$ cat src/rtl/ipt_pkg.sv
package ipt_pkg;
    typedef enum logic {
        OP_CLEAR = 1'b0,
        OP_LOAD  = 1'b1
    } wr_op_e;
endpackage

$ cat src/rtl/ipt_table.sv
module ipt_table #(
    parameter int FRAMES = 32,
    parameter int VPN_W  = 20,
    localparam int PFN_W = (FRAMES > 1) ? $clog2(FRAMES) : 1
) (
    input  logic                           clk,
    input  logic                           rst_n,
    input  logic                           wr_en,
    input  ipt_pkg::wr_op_e                wr_op,
    input  logic [PFN_W-1:0]               wr_frame,
    input  logic [VPN_W-1:0]               wr_vpn,
    output logic [FRAMES-1:0]              ent_vld,
    output logic [FRAMES-1:0][VPN_W-1:0]   ent_vpn
);
    typedef struct packed {
        logic [FRAMES-1:0]            vld;
        logic [FRAMES-1:0][VPN_W-1:0] vpn;
    } tbl_t;

    tbl_t tbl_d, tbl_q;

    always_comb begin
        tbl_d = tbl_q;
        if (wr_en) begin
            for (int i = 0; i < FRAMES; i++) begin
                if (PFN_W'(i) == wr_frame) begin
                    if (wr_op == ipt_pkg::OP_LOAD) begin
                        tbl_d.vld[i] = 1'b1;
                        tbl_d.vpn[i] = wr_vpn;
                    end else begin
                        tbl_d.vld[i] = 1'b0;
                    end
                end else if (wr_op == ipt_pkg::OP_LOAD &&
                             tbl_q.vld[i] && tbl_q.vpn[i] == wr_vpn) begin
                    // retire an older holder of the same page
                    tbl_d.vld[i] = 1'b0;
                end
            end
        end
    end

    always_ff @(posedge clk) begin
        if (!rst_n) begin
            tbl_q <= '0;
        end else begin
            tbl_q <= tbl_d;
        end
    end

    assign ent_vld = tbl_q.vld;
    assign ent_vpn = tbl_q.vpn;
endmodule

$ cat src/rtl/ipt_match.sv
module ipt_match #(
    parameter int FRAMES = 32,
    parameter int VPN_W  = 20
) (
    input  logic [FRAMES-1:0]            ent_vld,
    input  logic [FRAMES-1:0][VPN_W-1:0] ent_vpn,
    input  logic [VPN_W-1:0]             key,
    output logic [FRAMES-1:0]            hit_vec
);
    for (genvar g = 0; g < FRAMES; g++) begin : g_cmp
        assign hit_vec[g] = ent_vld[g] && (ent_vpn[g] == key);
    end
endmodule

$ cat src/rtl/ipt_encode.sv
module ipt_encode #(
    parameter int FRAMES = 32,
    localparam int PFN_W = (FRAMES > 1) ? $clog2(FRAMES) : 1
) (
    input  logic [FRAMES-1:0] hit_vec,
    output logic              any,
    output logic [PFN_W-1:0]  index
);
    always_comb begin
        index = '0;
        for (int i = 0; i < FRAMES; i++) begin
            if (hit_vec[i]) begin
                index = index | PFN_W'(i);
            end
        end
    end

    assign any = |hit_vec;
endmodule

$ cat src/rtl/ipt_lookup.sv
module ipt_lookup #(
    parameter int FRAMES     = 32,
    parameter int PAGE_BYTES = 4096,
    parameter int VPN_W      = 20,
    localparam int OFF_W = $clog2(PAGE_BYTES),
    localparam int PFN_W = (FRAMES > 1) ? $clog2(FRAMES) : 1,
    localparam int VA_W  = VPN_W + OFF_W,
    localparam int PA_W  = PFN_W + OFF_W
) (
    input  logic             clk,
    input  logic             rst_n,
    input  logic             lk_valid,
    input  logic [VA_W-1:0]  lk_vaddr,
    input  logic             wr_en,
    input  logic             wr_load,
    input  logic [PFN_W-1:0] wr_frame,
    input  logic [VPN_W-1:0] wr_vpn,
    output logic             rsp_valid,
    output logic             rsp_hit,
    output logic             rsp_miss,
    output logic [PFN_W-1:0] rsp_frame,
    output logic [PA_W-1:0]  rsp_paddr
);
    typedef struct packed {
        logic             valid;
        logic             hit;
        logic             miss;
        logic [PFN_W-1:0] frame;
        logic [PA_W-1:0]  paddr;
    } rsp_t;

    logic [FRAMES-1:0]            ent_vld;
    logic [FRAMES-1:0][VPN_W-1:0] ent_vpn;
    logic [FRAMES-1:0]            hit_vec;
    logic                         any_hit;
    logic [PFN_W-1:0]             hit_idx;
    ipt_pkg::wr_op_e              wr_op;

    assign wr_op = wr_load ? ipt_pkg::OP_LOAD : ipt_pkg::OP_CLEAR;

    ipt_table #(.FRAMES(FRAMES), .VPN_W(VPN_W)) u_table (
        .clk      (clk),
        .rst_n    (rst_n),
        .wr_en    (wr_en),
        .wr_op    (wr_op),
        .wr_frame (wr_frame),
        .wr_vpn   (wr_vpn),
        .ent_vld  (ent_vld),
        .ent_vpn  (ent_vpn)
    );

    ipt_match #(.FRAMES(FRAMES), .VPN_W(VPN_W)) u_match (
        .ent_vld (ent_vld),
        .ent_vpn (ent_vpn),
        .key     (lk_vaddr[VA_W-1:OFF_W]),
        .hit_vec (hit_vec)
    );

    ipt_encode #(.FRAMES(FRAMES)) u_encode (
        .hit_vec (hit_vec),
        .any     (any_hit),
        .index   (hit_idx)
    );

    rsp_t rsp_d, rsp_q;

    always_comb begin
        rsp_d       = '0;
        rsp_d.valid = lk_valid;
        if (lk_valid) begin
            if (any_hit) begin
                rsp_d.hit   = 1'b1;
                rsp_d.frame = hit_idx;
                rsp_d.paddr = {hit_idx, lk_vaddr[OFF_W-1:0]};
            end else begin
                rsp_d.miss  = 1'b1;
            end
        end
    end

    always_ff @(posedge clk) begin
        if (!rst_n) begin
            rsp_q <= '0;
        end else begin
            rsp_q <= rsp_d;
        end
    end

    assign rsp_valid = rsp_q.valid;
    assign rsp_hit   = rsp_q.hit;
    assign rsp_miss  = rsp_q.miss;
    assign rsp_frame = rsp_q.frame;
    assign rsp_paddr = rsp_q.paddr;
endmodule

$ cat config.mk
export PLATFORM = sky130hd
export DESIGN_NAME = ipt_lookup
export DESIGN_NICKNAME = d
export VERILOG_FILES = /design/src/rtl/ipt_pkg.sv /design/src/rtl/ipt_table.sv /design/src/rtl/ipt_match.sv /design/src/rtl/ipt_encode.sv /design/src/rtl/ipt_lookup.sv
export SDC_FILE = /design/constraint.sdc
export NUM_CORES = 2
export LEC_CHECK = 0
export BUFFER_PORTS_ARGS = -buffer_cell sky130_fd_sc_hd__buf_2
export CAP_MARGIN = 10
export CORE_MARGIN = 4
export CORE_UTILIZATION = 45
export CTS_BUF_LIST = sky130_fd_sc_hd__clkbuf_2 sky130_fd_sc_hd__clkbuf_4 sky130_fd_sc_hd__clkbuf_8
export DETAILED_ROUTE_END_ITERATION = 7
export GPL_TIMING_DRIVEN = 0
export PLACE_DENSITY = 0.68
export SLEW_MARGIN = 5
export SYNTH_ARGS = -nofsm -noshare
export SYNTH_HDL_FRONTEND = slang
export SYNTH_HIERARCHICAL = 1
export SYNTH_SLANG_ARGS = --single-unit
$ cat constraint.sdc
create_clock -name clk -period 4.2 [get_ports clk]
set_input_delay 0.84 -clock clk [delete_from_list [all_inputs] [get_ports clk]]
set_output_delay 0.84 -clock clk [all_outputs]
set_load 0.05 [all_outputs]
==> impl_metrics.json <==
{
  "num_vias": 41437,
  "wirelength_um": 226000,
  "cts_num_sinks": 692,
  "drive_above_1_share": 0.129,
  "slew_violations": 0,
  "synth_top_area_frac": 0.330,
  "critPathMaxFanout": 10,
  "ys_seq_elements": 692,
  "synthArstFlopShare": 0,
  "chipHeight_um": 313,
  "crit_arrival_ns": 5.04,
  "die_w_um": 313,
  "grt_max_degree": 17,
  "power.total_w": 0.0166,
  "violations": "DRC, setup timing",
  "hpwl_um": 147000,
  "cp_cell_sequence": "buf_2, buf_6, buf_2, xnor2_1, nand4_1, nor4_2, or4_1, nor4bb_1, nand4_1, buf_6, and4_1",
  "worstMarginPinSlew_ns": 1.45,
  "cp_slowest_cell": "buf_2",
  "netlist_top_cells_count": "nand2_1 (1304), xnor2_1 (989), dfxtp_1 (692), a21boi_0 (448), xor2_1 (291)",
  "gp_congestion": 1.05,
  "initial_utilization": 0.455,
  "io_buffers": 44,
  "core_area_um2": 92100,
  "track_usage": 0.443,
  "htree_levels": 4,
  "synth_cell_types": 48,
  "start_kind": "primary input",
  "area_growth_pct": 11.2,
  "grt_pass1_vias": 37511,
  "peakVddDrop_mv": 0.220,
  "yosysTopAreaCell": "dfxtp_1",
  "clkTransAtPathRegs_ns": 0.06,
  "hp-class": "in2reg",
  "cts_root_buf": "clkbuf_8",
  "first_iter_violations": 7214,
  "rsz0062_at_grt": "no",
  "fin_skew_ns": 0.0431,
  "viasPerCell": 6.28,
  "hold_buffers": 0,
  "antenna_found_initial": 9,
  "cts_made_buffers": 131,
  "ys.flop_type": "dfxtp_1",
  "setup_violations": 19,
  "dieArea_um2": 98100,
  "cts_max_path_buffers": 3,
  "synth.most_common_cell": "nand2_1",
  "hold_viol_final": 0,
  "final.min_clock_period_ns": 4.34,
  "grt_pass1_wl_um": 302000,
  "overflow": 0,
  "synth_area_leaders": "dfxtp_1 (33%), xnor2_1 (21%), nand2_1 (12%)",
  "period_share": 1.03,
  "leakage_nw": 14.4,
  "cp.required_ns": 4.90,
  "yosysWarnings": 6,
  "clkLatencyLatePin_ns": 0.83,
  "status": "complete, but fails checks",
  "drtAntennaViolNets": 0,
  "synth-edff-count": 0,
  "synth_seq_area_share": 0.330,
  "setup_ws_ns": -0.139,
  "max_freq_mhz": 230,
  "syn_avg_cell_area_um2": 8.25,
  "layout.nets": 5319,
  "rows": 111,
  "max_stage_delay_ns": 0.73,
  "syn-cell-area_um2": 41900,
  "synthCells": 5079,
  "worstSetupEndpointType": "flip-flop",
  "cts_tree": "yes",
  "drc_errors": 4,
  "dp_worst_setup_slack_ns": -0.987,
  "p_per_area_nw_per_um2": 355,
  "cts_setup_buffers": 0,
  "dr.pass1.iters": 8,
  "synth_fp_nets": 5141,
  "num_io_pins": 87,
  "wire_per_inst_um": 34.2,
  "critPathKind": "in2reg",
  "relSlewSlack": 0.0340,
  "drv_cap": 0
}
-- stage by stage --
stage	TNS [ns]	std cells	hold WS, ns	util	area (µm²)
2_1_floorplan	0	5079	0.470	-	41900
3_3_place_gp	-18.57	6366	0.481	0.475	43700
3_5_place_dp	-18.04	6367	0.485	0.475	43700
4_1_cts	0	6588	0.241	0.506	46600
5_1_grt	0	6589	0.278	0.506	46600
6_report	-1.97	6598	0.291	0.506	46600
-- report_power, final --
part           switching (W)  internal (W)  total, W
registers          0.0000358       0.00660   0.00663
clock network        0.00316       0.00431   0.00747
logic                0.00180      0.000655   0.00245
-- per-layer routing --
layer  global-route usage  wire (µm)
met4                0.363      23300
met5                    0         17
met3                0.185      37600
met2                0.598      85100
met1                0.544      79800
-- layout make-up --
class	count	area, µm²
diodes	10	25.0
plain buffers	457	2400
clock buffers	198	2530
clock inverters	23	327
fillers	9053	45500
inverters	20	75.1
multi-input cells	3910	25600
flip-flops and latches	692	13900
well taps	1243	1560
repair buffers	45	228
-- logic make-up (layout without fill, tap and decap cells) --
logic type	after synthesis	count (layout)	synth area share
AO/OA/AOI/OAI	762	762	0.134
XOR/XNOR	1280	1280	0.267
buffers and inverters	477	743	0.0590
flip-flops	692	692	0.330
other	0	10	0
AND/OR/NAND/NOR	1868	1868	0.209
-- layout by cell type, fill, tap and decap left out, types with 30 or more instances in the layout --
cell	synthesis	routed
buf_6	35	35
a21boi_1	171	171
a21boi_2	30	30
clkbuf_1	137	137
clkbuf_4	0	31
xnor2_1	989	989
buf_2	248	294
nor4_1	124	123
nor4_2	42	43
a21boi_0	448	448
o21ai_0	51	51
nand3_1	69	69
a21oi_1	43	43
nand2_1	1304	1304
xor2_1	291	291
buf_4	29	30
clkbuf_8	0	167
nand4_1	225	225
dfxtp_1	692	692
-- final timing paths --
check                                                  startpoint                                 to  slack [ns]  depth (start not counted)
worst min-delay path                                  lk_vaddr[1]            rsp_paddr[1]$_SDFF_PN0_        0.29                          2
worst min register to register  u_table/ent_vpn[487]$_SDFFE_PN0P_  u_table/ent_vpn[487]$_SDFFE_PN0P_        0.49                          2
worst max-delay path                                 lk_vaddr[23]            rsp_frame[3]$_SDFF_PN0_       -0.14                         11
worst max register to register  u_table/ent_vpn[106]$_SDFFE_PN0P_                rsp_miss$_SDFF_PN0_        0.89                          9
-- critical path: cells and delay by family --
| kind | cells | cell delay (ns) |
|---|---|---|
| and+or+nand+nor | 6 | 1.98 |
| buffers and inverters | 4 | 1.98 |
| xor gates and xnor gates | 1 | 0.15 |
-- flip-flops by register name, indices dropped and copies added (netlist names) --
| signal | cells |
|---|---|
| u_table/ent_vpn | 640 |
| rsp_valid | 1 |
| rsp_frame | 5 |
| rsp_paddr | 12 |
| rsp_hit | 1 |
| rsp_miss | 1 |
| u_table/ent_vld | 32 |
-- timing repair --
action | CTS | global route
setup endpoints to repair | 19 | 0
resized for setup | 1 | 0
endpoints found under the hold margin | 0 | 0
No activity file was read; power rests on OpenSTA's default activity.
